<file path="src/rtl/cirq_pkg.sv">
package cirq_pkg;

    typedef enum logic [3:0] {
        ST_IDLE,
        ST_CALL,
        ST_RET_RD,
        ST_RET_WB,
        ST_IRQ_PC,
        ST_IRQ_PSW,
        ST_RTI_PSW,
        ST_RTI_PC,
        ST_RTI_WB,
        ST_FAULT
    } ctl_state_e;

    typedef enum logic [1:0] {
        CL_NONE,
        CL_FAULT,
        CL_EXT,
        CL_SWI
    } irq_class_e;

    typedef struct packed {
        logic fault;
        logic ext;
        logic swi;
    } irq_lines_t;

    // Fixed priority: internal fault, then external, then software.
    function automatic irq_class_e pick_class(irq_lines_t l);
        if (l.fault)    return CL_FAULT;
        else if (l.ext) return CL_EXT;
        else if (l.swi) return CL_SWI;
        return CL_NONE;
    endfunction

    // Acknowledge bits: 0 fault, 1 external, 2 software.
    function automatic logic [2:0] class_ack(irq_class_e c);
        case (c)
            CL_FAULT: return 3'b001;
            CL_EXT:   return 3'b010;
            CL_SWI:   return 3'b100;
            default:  return 3'b000;
        endcase
    endfunction

endpackage

</file>
<file path="src/rtl/cirq_arb.sv">
module cirq_arb
    import cirq_pkg::*;
(
    input  irq_lines_t lines,
    input  logic       enable,
    output logic       take,
    output irq_class_e cls
);
    always_comb begin
        cls  = pick_class(lines);
        take = enable && (cls != CL_NONE);
    end
endmodule

</file>
<file path="src/rtl/cirq_sptr.sv">
module cirq_sptr #(
    parameter int DEPTH = 16,
    parameter int SPW   = $clog2(DEPTH + 1)
) (
    input  logic           clk,
    input  logic           rst,
    input  logic           inc,
    input  logic           dec,
    output logic [SPW-1:0] sp,
    output logic           room1,
    output logic           room2,
    output logic           has1,
    output logic           has2
);
    localparam logic [SPW-1:0] TOP = SPW'(DEPTH);

    always_ff @(posedge clk) begin
        if (rst)      sp <= '0;
        else if (inc) sp <= sp + SPW'(1);
        else if (dec) sp <= sp - SPW'(1);
    end

    always_comb begin
        room1 = int'(sp) + 1 <= DEPTH;
        room2 = int'(sp) + 2 <= DEPTH;
        has1  = int'(sp) >= 1;
        has2  = int'(sp) >= 2;
    end

    p_sp_range_r9: assert property (@(posedge clk) disable iff (rst) sp <= TOP);
    p_no_push_full_r9: assert property (@(posedge clk) disable iff (rst) (sp == TOP) |-> !inc);
    p_no_pop_empty_r10: assert property (@(posedge clk) disable iff (rst) (sp == '0) |-> !dec);
    p_incdec_excl_r4: assert property (@(posedge clk) disable iff (rst) !(inc && dec));
endmodule

</file>
<file path="src/rtl/cirq_ctl.sv">
module cirq_ctl
    import cirq_pkg::*;
#(
    parameter int          DW        = 16,
    parameter int          DEPTH     = 16,
    parameter int          SPW       = $clog2(DEPTH + 1),
    parameter int          IE_BIT    = 7,
    parameter int unsigned VEC_FAULT = 32'h0010,
    parameter int unsigned VEC_EXT   = 32'h0020,
    parameter int unsigned VEC_SWI   = 32'h0030
) (
    input  logic           clk,
    input  logic           rst,
    input  logic           call_req,
    input  logic           ret_req,
    input  logic           reti_req,
    input  logic [DW-1:0]  call_target,
    input  logic [DW-1:0]  next_pc,
    input  logic           at_boundary,
    input  logic [DW-1:0]  psw_in,
    input  logic           fault_irq,
    input  logic           ext_irq,
    input  logic           swi_irq,
    input  logic [DW-1:0]  mem_rdata,
    output logic           mem_we,
    output logic           mem_re,
    output logic [SPW-1:0] mem_addr,
    output logic [DW-1:0]  mem_wdata,
    output logic           pc_load,
    output logic [DW-1:0]  pc_out,
    output logic           psw_load,
    output logic [DW-1:0]  psw_out,
    output logic [2:0]     irq_ack,
    output logic [SPW-1:0] sp,
    output logic           busy
);
    localparam logic [DW-1:0] IE_MASK = DW'(1) << IE_BIT;
    localparam logic [DW-1:0] V_FAULT = DW'(VEC_FAULT);
    localparam logic [DW-1:0] V_EXT   = DW'(VEC_EXT);
    localparam logic [DW-1:0] V_SWI   = DW'(VEC_SWI);

    ctl_state_e state_q, state_d;
    irq_class_e cls_q, cls_d, arb_cls;
    logic [DW-1:0] ret_pc_q, ret_pc_d, tgt_q, tgt_d, psw_q, psw_d;
    logic sp_inc, sp_dec, room1, room2, has1, has2, irq_take;
    irq_lines_t lines;

    function automatic logic [DW-1:0] vec_of(irq_class_e c);
        case (c)
            CL_EXT:  return V_EXT;
            CL_SWI:  return V_SWI;
            default: return V_FAULT;
        endcase
    endfunction

    assign lines = '{fault: fault_irq, ext: ext_irq, swi: swi_irq};

    cirq_arb u_arb (
        .lines  (lines),
        .enable (at_boundary && psw_in[IE_BIT]),
        .take   (irq_take),
        .cls    (arb_cls)
    );

    cirq_sptr #(.DEPTH(DEPTH), .SPW(SPW)) u_sptr (
        .clk   (clk),
        .rst   (rst),
        .inc   (sp_inc),
        .dec   (sp_dec),
        .sp    (sp),
        .room1 (room1),
        .room2 (room2),
        .has1  (has1),
        .has2  (has2)
    );

    always_ff @(posedge clk) begin
        if (rst) begin
            state_q  <= ST_IDLE;
            cls_q    <= CL_NONE;
            ret_pc_q <= '0;
            tgt_q    <= '0;
            psw_q    <= '0;
        end else begin
            state_q  <= state_d;
            cls_q    <= cls_d;
            ret_pc_q <= ret_pc_d;
            tgt_q    <= tgt_d;
            psw_q    <= psw_d;
        end
    end

    // Next-state: strobes first, then a sampled interrupt.
    always_comb begin
        state_d  = state_q;
        cls_d    = cls_q;
        ret_pc_d = ret_pc_q;
        tgt_d    = tgt_q;
        psw_d    = psw_q;
        case (state_q)
            ST_IDLE: begin
                if (call_req) begin
                    ret_pc_d = next_pc;
                    tgt_d    = call_target;
                    psw_d    = psw_in;
                    state_d  = room1 ? ST_CALL : ST_FAULT;
                end else if (ret_req) begin
                    psw_d   = psw_in;
                    state_d = has1 ? ST_RET_RD : ST_FAULT;
                end else if (reti_req) begin
                    psw_d   = psw_in;
                    state_d = has2 ? ST_RTI_PSW : ST_FAULT;
                end else if (irq_take) begin
                    ret_pc_d = next_pc;
                    psw_d    = psw_in;
                    cls_d    = arb_cls;
                    state_d  = room2 ? ST_IRQ_PC : ST_FAULT;
                end
            end
            ST_RET_RD:  state_d = ST_RET_WB;
            ST_IRQ_PC:  state_d = ST_IRQ_PSW;
            ST_RTI_PSW: state_d = ST_RTI_PC;
            ST_RTI_PC:  state_d = ST_RTI_WB;
            default:    state_d = ST_IDLE;
        endcase
    end

    // Outputs per state.
    always_comb begin
        mem_we    = 1'b0;
        mem_re    = 1'b0;
        mem_addr  = sp;
        mem_wdata = '0;
        pc_load   = 1'b0;
        pc_out    = '0;
        psw_load  = 1'b0;
        psw_out   = '0;
        irq_ack   = 3'b000;
        sp_inc    = 1'b0;
        sp_dec    = 1'b0;
        case (state_q)
            ST_CALL: begin
                mem_we    = 1'b1;
                mem_wdata = ret_pc_q;
                pc_load   = 1'b1;
                pc_out    = tgt_q;
                sp_inc    = 1'b1;
            end
            ST_RET_RD, ST_RTI_PSW: begin
                mem_re   = 1'b1;
                mem_addr = sp - SPW'(1);
                sp_dec   = 1'b1;
            end
            ST_RET_WB, ST_RTI_WB: begin
                pc_load = 1'b1;
                pc_out  = mem_rdata;
            end
            ST_IRQ_PC: begin
                mem_we    = 1'b1;
                mem_wdata = ret_pc_q;
                sp_inc    = 1'b1;
            end
            ST_IRQ_PSW: begin
                mem_we    = 1'b1;
                mem_wdata = psw_q;
                sp_inc    = 1'b1;
                pc_load   = 1'b1;
                pc_out    = vec_of(cls_q);
                psw_load  = 1'b1;
                psw_out   = psw_q & ~IE_MASK;
                irq_ack   = class_ack(cls_q);
            end
            ST_RTI_PC: begin
                psw_load = 1'b1;
                psw_out  = mem_rdata;
                mem_re   = 1'b1;
                mem_addr = sp - SPW'(1);
                sp_dec   = 1'b1;
            end
            ST_FAULT: begin
                pc_load  = 1'b1;
                pc_out   = V_FAULT;
                psw_load = 1'b1;
                psw_out  = psw_q & ~IE_MASK;
            end
            default: ;
        endcase
    end

    assign busy = (state_q != ST_IDLE);

    p_call_push_r2: assert property (@(posedge clk) disable iff (rst)
        (state_q == ST_CALL) |=> (sp == $past(sp) + SPW'(1)));
    p_ret_pop_r3: assert property (@(posedge clk) disable iff (rst)
        (state_q == ST_RET_RD) |=> (sp == $past(sp) - SPW'(1)) && pc_load);
    p_ack_onehot_r5: assert property (@(posedge clk) disable iff (rst) $onehot0(irq_ack));
    p_entry_ie_r6: assert property (@(posedge clk) disable iff (rst)
        (irq_ack != 3'b000) |-> psw_load && !psw_out[IE_BIT]);
    p_masked_r7: assert property (@(posedge clk) disable iff (rst)
        (!busy && !call_req && !ret_req && !reti_req && (!at_boundary || !psw_in[IE_BIT]))
        |=> !busy);
    p_fault_nopush_r9: assert property (@(posedge clk) disable iff (rst)
        (state_q == ST_FAULT) |-> !mem_we && !mem_re);
    p_fault_sp_r10: assert property (@(posedge clk) disable iff (rst)
        (state_q == ST_FAULT) |=> $stable(sp));
    p_rw_excl_r4: assert property (@(posedge clk) disable iff (rst) !(mem_we && mem_re));
endmodule

</file>
<file path="config.mk">
export PLATFORM = sky130hd
export DESIGN_NAME = cirq_ctl
export DESIGN_NICKNAME = d
export VERILOG_FILES = /design/src/rtl/cirq_pkg.sv /design/src/rtl/cirq_arb.sv /design/src/rtl/cirq_sptr.sv /design/src/rtl/cirq_ctl.sv
export SDC_FILE = /design/constraint.sdc
export NUM_CORES = 1
export LEC_CHECK = 0
export BUFFER_PORTS_ARGS = -buffer_cell sky130_fd_sc_hd__buf_4
export CAP_MARGIN = 5
export CORE_MARGIN = 2
export CORE_UTILIZATION = 40
export CTS_CLUSTER_SIZE = 30
export DETAILED_ROUTE_END_ITERATION = 10
export HOLD_SLACK_MARGIN = 0.15
export PLACE_DENSITY = 0.69
export SETUP_SLACK_MARGIN = 0.02
export SYNTH_ARGS = -nofsm -noshare
export SYNTH_HDL_FRONTEND = slang
export SYNTH_SLANG_ARGS = --single-unit
export TNS_END_PERCENT = 1
</file>
<file path="constraint.sdc">
create_clock -name clk -period 3.3 [get_ports clk]
set_input_delay 0.33 -clock clk [delete_from_list [all_inputs] [get_ports clk]]
set_output_delay 0.33 -clock clk [all_outputs]
set_load 0.05 [all_outputs]
</file>
* Yosys cells after proc, flatten, opt, wreduce, memory -nomap -nowiden
Cells that the tools add are included.
** Storage, ports and cells
- Bits in registers :: 59
- Bits in latches :: 0
- Memory bits (writable) :: 0
- Memory bits (read-only) :: 0
- Input port bits :: 73
- Output and inout bits :: 66
- Word-level logic and storage cells :: 88
- Memories :: 0
** Operators by class
- Add/subtract/negate cells :: 4
- $mul :: 0
- Divide/modulo/power cells :: 0
- Order comparisons :: 4
- Equal/unequal tests :: 15
- Shift operators :: 0
- Muxes and demuxes :: 37
- Bitwise logic cells :: 3
- Reduce and logical (&&, ||, !) cells :: 19
** Operators with widths (count)
- two-way mux 16 bit :: 8
- less-or-equal comparator 32 x 6 -> 1 bit, second input constant :: 2
- one-hot mux 16 bit (2 select lines) :: 2
- one-hot mux 16 bit (4 select lines) :: 1
- two-way mux 4 bit :: 8
- one-hot mux 4 bit (5 select lines) :: 1
- == test 4 x 3 -> 1 bit, second input constant :: 4
- two-way mux 5 bit :: 3
- one-hot mux 6 bit (2 select lines) :: 1
- one-hot mux 3 bit (3 select lines) :: 1
- OR reduction 3 bit :: 3
- == test 4 x 2 -> 1 bit, second input constant :: 2
- == test 4 bit, second input constant :: 2
- two-way mux 2 bit :: 4
- nonzero test 4 bit :: 2
- two-way mux 1 bit :: 7
- adder 5 x 1 -> 6 bit, second input constant :: 1
- adder 5 x 2 -> 6 bit, second input constant :: 1
- nonzero test 2 bit :: 3
- OR reduction 2 bit :: 3
- adder 5 x 1 -> 5 bit, second input constant :: 1
- greater-or-equal comparator 5 x 1 -> 1 bit, second input constant :: 1
- greater-or-equal comparator 5 x 2 -> 1 bit, second input constant :: 1
- inequality test 5 bit, second input constant :: 1
- 13 further kinds :: 19

* Logic depth before layout (Yosys ltp)
Gate-level depths: netlist of run 1.
- Depth after elaboration :: 11
- Mapped depth :: 6
- Depth with buffers taken out :: 5

* Cells and area by module
A second synthesis of run 1 with hierarchy kept.
** Second synthesis, totals
- Cell total of the unflattened synthesis :: 404
- Area total of the unflattened synthesis :: 3203.1 µm²
** By module, submodules not included
- cirq_ctl :: times used 1, cells an instance 347, area each 2730.1 µm², seq. area each 1081.0 µm²
- cirq_sptr :: times used 1, cells an instance 52, area each 445.4 µm², seq. area each 100.1 µm²
- cirq_arb :: times used 1, cells an instance 5, area each 27.5 µm², seq. area each 0.0 µm²

* Worst setup path after synthesis of run 1
No wires, ideal clock.
- Kind :: register to output
- Start :: reg state_q[2]
- End :: out mem_addr[2]
- Arrival :: 2.111 ns
- Required time :: 2.970 ns
- Setup slack :: 0.859 ns
- Cell stages (with the launch flop) :: 7
- Buffers on the path :: 2
- Cells stage by stage :: dfxtp_1 > buf_4 > nand2b_1 > and2_1 > buf_2 > nand2_1 > xnor2_1
** Between the ends
- Longest elaborated chain between the ends :: 3
- Elaborated cells on any way between the ends :: 5
- Classes of those cells :: eq/ne (3); mux (1); reduce/logical (1)
** RTL lines
- start, declared :: RTL line cirq_ctl.sv:42 : ctl_state_e state_q, state_d;
- start signal, assigned :: RTL line cirq_ctl.sv:85 : state_q <= state_d;
- == test 4 x 3 -> 1 bit or == test 4 x 2 -> 1 bit (tied branches) :: RTL line cirq_ctl.sv:141 : case (state_q)
- OR reduction 3 bit (no line) *
- two-way mux 5 bit *
- end, declared :: RTL line cirq_ctl.sv:27 : output logic [SPW-1:0] mem_addr,
Mark *: on every way between the ends. The rest lies on a longest branch, timed or not.

* Worst setup path in the final report of run 1
- Start :: reg state_q[1]
- End :: out psw_out[11]
** Between the ends
- Longest elaborated chain between the ends :: 3
- Elaborated cells on any way between the ends :: 5
- Classes of those cells :: eq/ne (3); mux (1); reduce/logical (1)
** RTL lines
- == test 4 x 3 -> 1 bit or == test 4 bit (tied branches) :: RTL line cirq_ctl.sv:141
- OR reduction 2 bit (no line)
- one-hot mux 16 bit (2 select lines) * :: RTL line cirq_ctl.sv:141
- end, declared :: RTL line cirq_ctl.sv:32 : output logic [DW-1:0] psw_out,
Marks and branches as above.

==> results.md, run 1 <==
* Status: complete, no violations
* Asr flop ratio synth at 0
* Seq/Total Area, Yosys at 0.358
* Die Y at 94.8 microns
* Synth Cell Area at 3300 sq um
* Ant. Diodes at 0
* Post-CTS Resized at 0
* All-Layer GR Usage at 0.216
* Final Wtd Congestion at between 0.9 and 1
* TritonCTS buffer count at 9
* Crit path largest cell delay at roughly 0.80 ns
* Critical Path AT at 2.21 ns
* Clk_lat worst skew at ~0.33 ns
* DP Cell Count at 607
* Syn nets at about 470
* CTS root buffer: clkbuf_8
* Largest net degree at the start of global routing at 71
* Area growth syn-to-layout at 37.4%
* Length of the first detailed-routing pass in iterations at 5
* Hold Crit Class: in -> reg
* Max-Cap Viols at 0
* Clock Sink Count at 59
* M2 GR Usage at 0.339
* Synth warn at 0
* GR Util met3 at 0.0415
* Hold_ws at 0.245 ns
* Vias at around 3300
* Leakage at between 2 and 2.5 nW
* Fillers at 760
* Vias in the first global route at about 3000
* Seq cells post-synth at 59
* I/O pin count at about 140
* Non-filler cells, final at ~620
* Setup WS post-layout at around 0.76 ns
* Wire per inst at between 15 and 20 microns
* Post-CTS setup buffers at 0
* Total Wirelength at between 9 and 10 mm
* Final setup viols at 0
* Core ar. at slightly above 8000 sq um
* Top cell type's share of synthesized area at 0.358
* Post-route ant nets at 0
* Row Count at 33
* Final Hold Vio Count at 0
* Pwr per Cell Area at 848 nW/um^2
* CP delay by family, top: simple AND/OR/NAND/NOR gates
* CP Launch Type: flop
* Met1 Track Usage GR at 0.290
* Mapped Cells at around 390
* Critical Path RT at 2.97 ns
* Maximum vdd drop at approximately 460 uV
* Area of the multi-input gates at between 1500 and 2000 sq um
* Die Wd at 94.8 microns
* DR iter-0 viols at 166
* Clk buf depth at 2
* Starting Density at 0.408
* Worst Tran Pin Value at 0.805 ns
* Dominant cell type by area after synthesis: dfxtp_1
* Min Tclk post-route at 2.54 ns
* Critical Setup Path Class: reg -> out
* CP endpoint kind: primary output
* Antenna violations before repair at 0
* Clock slew at the register clock pins of the worst setup and hold paths at around 0.070 ns
* Global-route congestion overflow total at 0
* CTS tree: built
* CP Cell Sequence: and4b_1 > a22o_1 > buf_4
* Cell variety after synth at 55
* Slew Limit Headroom at 0.463
* Setup repair after global routing missed its margin: no
* Max Freq at 394 MHz
* Number of enable flip-flop cells after synthesis at 0
* Worst-path fanout max at 20
* Mapped Avg Cell Area at 8.50 sq um
* Most crowded layer after global routing: met2
* Commonest cells post-synth: 75 x nand2_1, 59 x dfxtp_1, 45 x a22o_1, 36 x a21oi_1, 32 x nand2b_1
* H-tree levels at 3
* Layout Nets at 590
* FF/Latch Area at about 1200 sq um
* Residual DRC at 0
* Setup Skew at just under 0.007 ns
* Die ar. at 8990 sq um
* Synth area leaders: dfxtp_1 36%, a22o_1 12%, nand2_1 8.5%
* Worst Path Buf+Inv at 1
* CTS hold repair buffers at 0
* Pre-CTS setup slack at 1.11 ns
* Fin crit share at 0.768
* Top_reg_cell synth: dfxtp_1
* Port Buffer Count at ~140
* First-pass GRT wire length at approximately 15 mm
* Final HPWL from detailed placement at ~7.5 mm
* Layout cells sized above 1 at 0.342
* Via-to-Cell Ratio at around 5.3
* Most common cell in the synthesized netlist: nand2_1
* Max Transition Viols Final at 0
* Setup TNS at 0 ns
* Crit-path slowest cell: and4b_1
## cells by family after synthesis
kind of cell / synth area share
AO/OA/AOI/OAI: 0.245
XOR/XNOR: 0.0212
adder cells (fa/ha/maj): 0.0152
buffers and inverters: 0.0588
flip-flops: 0.358
multiplexers: 0.0550
AND/OR/NAND/NOR: 0.247
## metal layers
metal / vias to the layer above / wire length (microns)
met5: - / 0
met1: 1520 / 4400
met3: 13 / 790
li1: 1626 / -
met2: 124 / 4520
met4: 0 / 172
## power breakdown
part	internal, W	switching, W
clock	0.000362	0.000276
combinational	0.000717	0.00137
sequential	0.000898	0.000223
total	0.00198	0.00187
## flip-flops by register name, indices dropped and copies added (netlist names)
| signal | flops |
|---|---|
| tgt_q | 16 |
| cls_q | 2 |
| psw_q | 16 |
| u_sptr.sp | 5 |
| ret_pc_q | 16 |
| state_q | 4 |
## cell usage in the layout, fill, tap and decap left out, types with 3 or more instances in the layout
master / synthesis / final
a22o_1: 45 / 45
buf_4: 4 / 143
clkbuf_8: 0 / 10
a21oi_1: 36 / 36
mux2i_1: 17 / 17
dfxtp_1: 59 / 59
clkinv_2: 0 / 5
nor3_1: 5 / 5
ha_1: 4 / 4
inv_1: 6 / 6
nand2_1: 75 / 75
and2_1: 3 / 3
o21ai_0: 4 / 4
xnor2_1: 8 / 8
nand2b_1: 32 / 32
nor2_1: 11 / 11
o21a_1: 4 / 4
nand3_1: 5 / 5
## stage by stage
step / utilization / total power (W) / area (sq um)
after floorplan: - / 0.00265 / 3300
after global placement: 0.536 / 0.00320 / 4340
after detailed placement: 0.536 / 0.00322 / 4340
after CTS: 0.560 / 0.00387 / 4530
after global routing: 0.560 / 0.00406 / 4530
final: 0.560 / 0.00384 / 4530
## cell type report
type / instances / share of cell area
Clock buffer: 10 / 0.0304
Timing Repair Buffer: 143 / 0.237
Clock inverter: 6 / 0.0121
Inverter: 8 / 0.00663
Sequential cell: 59 / 0.261
Tap cell: 105 / 0.0290
Multi-Input combinational cell: 292 / 0.424
## worst min-delay path: cells and delay by family
family | cells | cell delay [ns]
AND/OR/NAND/NOR | 1 | 0.05
AO/OA/AOI/OAI | 1 | 0.05
buffers and inverters | 1 | 0.11
## final timing paths
kind / from / cells after the start / slack (ns) / end
max: state_q[1] / 3 / 0.76 / psw_out[11]
min: call_target[3] / 3 / 0.25 / tgt_q[3]
max reg2reg: state_q[3] / 4 / 1.28 / tgt_q[1]
min reg2reg: tgt_q[6] / 2 / 0.46 / tgt_q[6]
No activity file was read; power rests on OpenSTA's default activity.
==> run 2, diff against run 1 <==
==> constraint.sdc (replaced) <==
create_clock -name clk -period 2.4 [get_ports clk]
set_input_delay 0.24 -clock clk [delete_from_list [all_inputs] [get_ports clk]]
set_output_delay 0.24 -clock clk [all_outputs]
set_load 0.05 [all_outputs]
==> results.md, run 2 (synthesized netlist as in run 1, its figures left out) <==
* Hold Crit Class: in -> reg
* Status: complete, no violations
* Total Power at 0.00543 W (+41%)
* Core ar. at 8090 sq um (unchanged)
* Layout cells sized above 1 at 0.343 (+0.00170)
* Met3 WL at 630 microns (-20%)
* Top flop regs: psw_q: 16 flops, ret_pc_q: 16 flops, tgt_q: 16 flops
* CTS root buffer: clkbuf_8
* Min-delay src: call_target[8]
* CP Launch Type: flop
* Clk_lat worst skew at 0.33 ns (about the same)
* Design area at 4680 sq um (+3.2%)
* Combinational group share of total power at 0.536 (-0.006)
* Maximum vdd drop at 527 uV (+14%)
* Psw at 0.00260 W (+40%)
* Final setup viols at 0 (unchanged)
* Die Wd at 94.8 microns (unchanged)
* Global-route congestion overflow total at 0 (unchanged)
* DR iter-0 viols at 230 (+39%)
* Worst Tran Pin Value at 0.652 ns (-0.152 ns)
* Max Freq at roughly 450 MHz
* Residual DRC at 0 (unchanged)
* FF-to-FF Start: state_q[3]
* Row Count at 33 (unchanged)
* Pwr per Cell Area at 1160 nW/um^2 (+37%)
* Post-route ant nets at 0 (unchanged)
* Clock slew at the register clock pins of the worst setup and hold paths at 0.07 ns (about the same)
* Leakage at 2.08 nW (+2.9%)
* Clk buf depth at 2 (unchanged)
* All-Layer GR Usage at 0.227 (+0.0117)
* Hold_ws at 0.160 ns (-0.0849 ns)
* Antenna violations before repair at 0 (unchanged)
* CP endpoint kind: primary output
* Final Hold Vio Count at 0 (unchanged)
* Int Power at 0.00283 W (+43%)
* Length of the first detailed-routing pass in iterations at 4 (-1)
* I/O pin count at 139 (unchanged)
* Fin crit share at 0.927
* Worst-path fanout max at 12 (-40%)
* Clock Sink Count at 59 (unchanged)
* Area growth syn-to-layout at 41.8%
* Setup TNS at 0 ns (unchanged)
* Starting Density at 0.408 (unchanged)
* Critical Path Source: state_q[1]
* Vias at 3298 (+0.46%)
* Critical Path RT at 2.16 ns (-0.81 ns)
* Vias in the first global route at 3152 (+4.0%)
* Wire per inst at 16.2 microns (+2.0%)
* Largest net degree at the start of global routing at 71 (unchanged)
* Via-to-Cell Ratio at 5.19 (-1.4%)
* Layout Nets at 603 (+2.2%)
* Max-Cap Viols at 0 (unchanged)
* H-tree levels at 3 (unchanged)
* Routed wl met2 at 4.85 mm (+7.4%)
* Setup WS post-layout at 0.176 ns (-0.589 ns)
* Max Transition Viols Final at 0 (unchanged)
* Setup repair after global routing missed its margin: yes
* TritonCTS buffer count at 9 (unchanged)
* Sequential Power Share at 0.286 (-0.006)
* CTS tree: built
* Commonest non-fill, non-tap cell in the layout: buf_4
* Critical Setup Path Class: reg -> out
* Port Buffer Count at 138 (unchanged)
* Setup Skew at 0.0115 ns (+0.00470 ns)
* Critical Path AT at 1.98 ns (-0.23 ns)
* DRT met1 WL at 4.71 mm (+7.0%)
* Total Wirelength at 10.3 mm (+4.0%)
* Switching part of the total power at 0.480 (-0.00576)
* Slew Limit Headroom at 0.565 (+0.102)
* DP Area at 4350 sq um (+0.35%)
* First-pass GRT wire length at 15.9 mm (+6.1%)
* Clock network power share at 0.178 (+0.012)
* Pre-CTS setup slack at 0.283 ns (-0.826 ns)
* Min Tclk post-route at ~2.2 ns
* Final Wtd Congestion at 0.871 (-7.6%)
* Most frequent cells in the layout: 145 x buf_4, 75 x nand2_1, 55 x dfxtp_1
* Uppermost layer routed: met4
* Die Y at 94.8 microns (unchanged)
* Die ar. at 8990 sq um (unchanged)
* Ant. Diodes at 0 (unchanged)
* Final HPWL from detailed placement at 7.54 mm (about the same)
run 2: cell types whose count changed in the layout (fill, tap and decap cells not counted):
cell / delta
clkinv_4: +1
dfxtp_2: +4
clkinv_2: -3
clkbuf_1: +1
and4b_1: -1
dfxtp_1: -4
buf_4: +2
dlygate4sd3_1: +11
clkbuf_8: -1
bufinv_16: +1
and4b_2: +1
run 2: metal layers:
metal  track usage  vias up
met4        0.0592        0
met5             0        -
met3        0.0471        6
met1         0.299     1529
met2         0.379      118
li1              -     1645
run 2: timing repair:
action,CTS,global route
endpoints found under the hold margin,10,1
hold buffers,10,1
gates resized for setup,1,4
setup buffers,0,0
setup endpoints to repair,18,33
run 2: area by class of cell:
type / count / area (sq um)
flip-flops and latches: 59 / 1190
multi-input cells: 292 / 1920
clock inverters: 5 / 78.8
clock buffers: 10 / 128
repair buffers: 156 / 1200
inverters: 8 / 30.0
fillers: 785 / 3420
well taps: 105 / 131
run 2: through the flow:
| stage | utilization | instances |
|---|---|---|
| floorplan | - | 388 |
| global placement | 0.538 | 609 |
| detailed placement | 0.538 | 609 |
| CTS | 0.576 | 634 |
| global route | 0.578 | 635 |
| finish | 0.578 | 635 |
run 2: worst max-delay path, stage by stage (launching register included):
cell	delay, ns
dfxtp_2	0.49
nor2b_2	0.33
and2_1	0.35
nand2_1	0.11
xnor2_1	0.15
buf_4	0.22
run 2: power by group through the flow:
stage,clock network (W),registers (W),logic (W)
global route,0.00103,0.00160,0.00312
detailed placement,0,0.00157,0.00289
finish,0.000967,0.00156,0.00291
global placement,0,0.00155,0.00285
CTS,0.000980,0.00154,0.00291
floorplan,0,0.00154,0.00211
run 2: worst paths after layout:
kind | to | slack, ns | depth (start not counted)
max | mem_addr[2] | 0.18 | 5
min reg2reg | tgt_q[8] | 0.46 | 2
min | tgt_q[8] | 0.16 | 3
max reg2reg | psw_q[7] | 0.64 | 5
==> run 3, diff against run 2 <==
--- a/config.mk
+++ b/config.mk
@@ -6,13 +6,15 @@
 export NUM_CORES = 1
 export LEC_CHECK = 0
 export BUFFER_PORTS_ARGS = -buffer_cell sky130_fd_sc_hd__buf_4
-export CAP_MARGIN = 5
+export CAP_MARGIN = 20
+export CELL_PAD_IN_SITES_DETAIL_PLACEMENT = 0
+export CELL_PAD_IN_SITES_GLOBAL_PLACEMENT = 1
 export CORE_MARGIN = 2
-export CORE_UTILIZATION = 40
+export CORE_UTILIZATION = 34
 export CTS_CLUSTER_SIZE = 30
 export DETAILED_ROUTE_END_ITERATION = 10
 export HOLD_SLACK_MARGIN = 0.15
-export PLACE_DENSITY = 0.69
+export PLACE_DENSITY_LB_ADDON = 0.1
 export SETUP_SLACK_MARGIN = 0.02
 export SYNTH_ARGS = -nofsm -noshare
 export SYNTH_HDL_FRONTEND = slang
==> results.md, run 3 (synthesized netlist as in run 1, its figures left out) <==
* Crit-path slowest cell: and4b_1
* Length of the first detailed-routing pass in iterations at 6 (+2)
* All-Layer GR Usage at 0.193 (-0.0344)
* Die Wd at 102 microns (+8.1%)
* Hold Crit Class: in -> reg
* Worst-path fanout max at 12 (unchanged)
* Global-route congestion overflow total at 0 (unchanged)
* Largest net degree at the start of global routing at 71 (unchanged)
* DR iter-0 viols at 120 (-48%)
* Max-Cap Viols at 0 (unchanged)
* Crit path to: psw_out[0]
* Slew Limit Headroom at 0.561 (-0.00366)
* FF-to-FF Start: state_q[3]
* Via-to-Cell Ratio at 4.97 (-4.3%)
* Clk_lat worst skew at 0.32 ns (about the same)
* Final Wtd Congestion at 0.852 (-2.2%)
* Vias at 3249 (-1.5%)
* Layout cells sized above 1 at 0.347 (+0.00327)
* Clock slew at the register clock pins of the worst setup and hold paths at 0.08 ns (about the same)
* CTS root buffer: clkbuf_8
* FF-to-FF End: psw_q[15]
* R2R setup slack at 0.64 ns (about the same)
* Maximum vdd drop at 843 uV (+60%)
* Wire per inst at 15.9 microns (-1.7%)
* Non-filler cells, final at 654 (+3.0%)
* Starting Density at 0.354 (-0.0540)
* Total Power at 0.00546 W (+0.50%)
* Antenna violations before repair at 0 (unchanged)
* Die ar. at 10500 sq um (+17%)
* Row Count at 35 (+6.1%)
* DP Cell Count at 634 (+4.1%)
* Critical Path Source: state_q[1]
* Area growth syn-to-layout at 41.3%
* Max Freq at 454 MHz (+1.0%)
* CTS tree: built
* Worst reg-to-reg path cell count at 5 (unchanged)
* Critical Path RT at 2.16 ns (about the same)
* Top flop regs: psw_q: 16 flops, ret_pc_q: 16 flops, tgt_q: 16 flops
* CP Launch Type: flop
* Vias in the first global route at 3008 (-4.6%)
* Max Transition Viols Final at 0 (unchanged)
* Layout Nets at 597 (-1.0%)
* CP Cell Sequence: and4b_1 > buf_4 > a22o_1 > buf_4
* Pwr per Cell Area at 1170 nW/um^2 (+0.85%)
* Critical Path AT at 1.96 ns (-0.02 ns)
* Ant. Diodes at 0 (unchanged)
* Most frequent cells in the layout: 146 x buf_4, 75 x nand2_1, 55 x dfxtp_1
* Leakage at 2.06 nW (-0.87%)
* Post-route ant nets at 0 (unchanged)
* Final setup viols at 0 (unchanged)
* Setup repair after global routing missed its margin: no
* First-pass GRT wire length at 15.7 mm (-1.6%)
* Setup Skew at 0.0107 ns (-0.000791 ns)
* Commonest non-fill, non-tap cell in the layout: buf_4
* Min Tclk post-route at 2.20 ns (-0.0229 ns)
* Min-Delay Path Depth at 3 (unchanged)
* Port Buffer Count at 138 (unchanged)
* Residual DRC at 0 (unchanged)
* CP most frequent cell: buf_4
* Status: complete, no violations
* Critical Setup Path Class: reg -> out
* CP endpoint kind: primary output
* DP Area at 4390 sq um (+0.86%)
* Clk buf depth at 2 (unchanged)
* Final Hold Vio Count at 0 (unchanged)
* Fin crit share at 0.917 (-0.00954)
* TritonCTS buffer count at 9 (unchanged)
* Final HPWL from detailed placement at 7.87 mm (+4.4%)
* Worst Tran Pin Value at 0.658 ns (+0.00549 ns)
* Clock Sink Count at 59 (unchanged)
* H-tree levels at 3 (unchanged)
* Total Wirelength at 10.4 mm (+1.3%)
* Design area at 4660 sq um (-0.35%)
* Setup TNS at 0 ns (unchanged)
* Die Y at 102 microns (+8.1%)
* Crit path largest cell delay at 0.54 ns (+0.05 ns)
* I/O pin count at 139 (unchanged)
* Core ar. at 9330 sq um (+15%)
run 3: cell types whose count changed in the layout (fill, tap and decap cells not counted), sizes merged:
cell         previous run  this run
buf                   145       146
clkbuf                 10        12
clkinv                  3         2
dlygate4sd3            11         4
run 3: per-stage QoR:
stage / worst slack, ns / hold slack (ns) / utilization
after floorplan: 0.0493 / 0.376 / -
after detailed placement: 0.311 / 0.451 / 0.471
after global routing: 0.0641 / 0.152 / 0.500
after global placement: 0.368 / 0.441 / 0.471
final: 0.199 / 0.161 / 0.500
after CTS: 0.0337 / 0.150 / 0.498
run 3: where the power goes:
| part | switching (W) | internal [W] |
|---|---|---|
| clock network | 0.000404 | 0.000615 |
| logic | 0.00189 | 0.00100 |
| registers | 0.000309 | 0.00124 |
run 3: cell type report:
type	instances	area (sq um)
Tap cell	129	161
Inverter	8	30.0
Timing Repair Buffer	150	1140
Fill cell	903	4670
Sequential cell	59	1190
Multi-Input combinational cell	292	1930
Clock inverter	4	73.8
Clock buffer	12	145
run 3: worst min path at each step:
stage,slack (ns),start,to
CTS,0.15,psw_in[4],psw_q[4]
floorplan,0.38,psw_in[7],psw_q[7]
global placement,0.44,ret_pc_q[12],ret_pc_q[12]
global route,0.15,call_target[5],tgt_q[5]
finish,0.16,psw_in[3],psw_q[3]
detailed placement,0.45,tgt_q[3],tgt_q[3]
run 3: routing by layer:
layer / track usage / share of wire / vias up
met5: 0 / 0 / -
met4: 0.0513 / 0.0053 / 0
met3: 0.0366 / 0.051 / 4
met2: 0.289 / 0.44 / 99
met1: 0.284 / 0.50 / 1513
li1: - / - / 1633
run 3: repair_timing:
action,4_1_cts,5_1_grt
hold buffers,3,1
setup buffers,0,0
setup endpoints to repair,26,27
hold endpoints to repair,3,1
gates resized for setup,1,4
run 3: worst max-delay path: cells and delay by family (launching register included):
kind,cells,cell delay (ns)
buffers and inverters,2,0.44
AO/OA/AOI/OAI,1,0.16
AND/OR/NAND/NOR,1,0.54
flip-flops,1,0.49
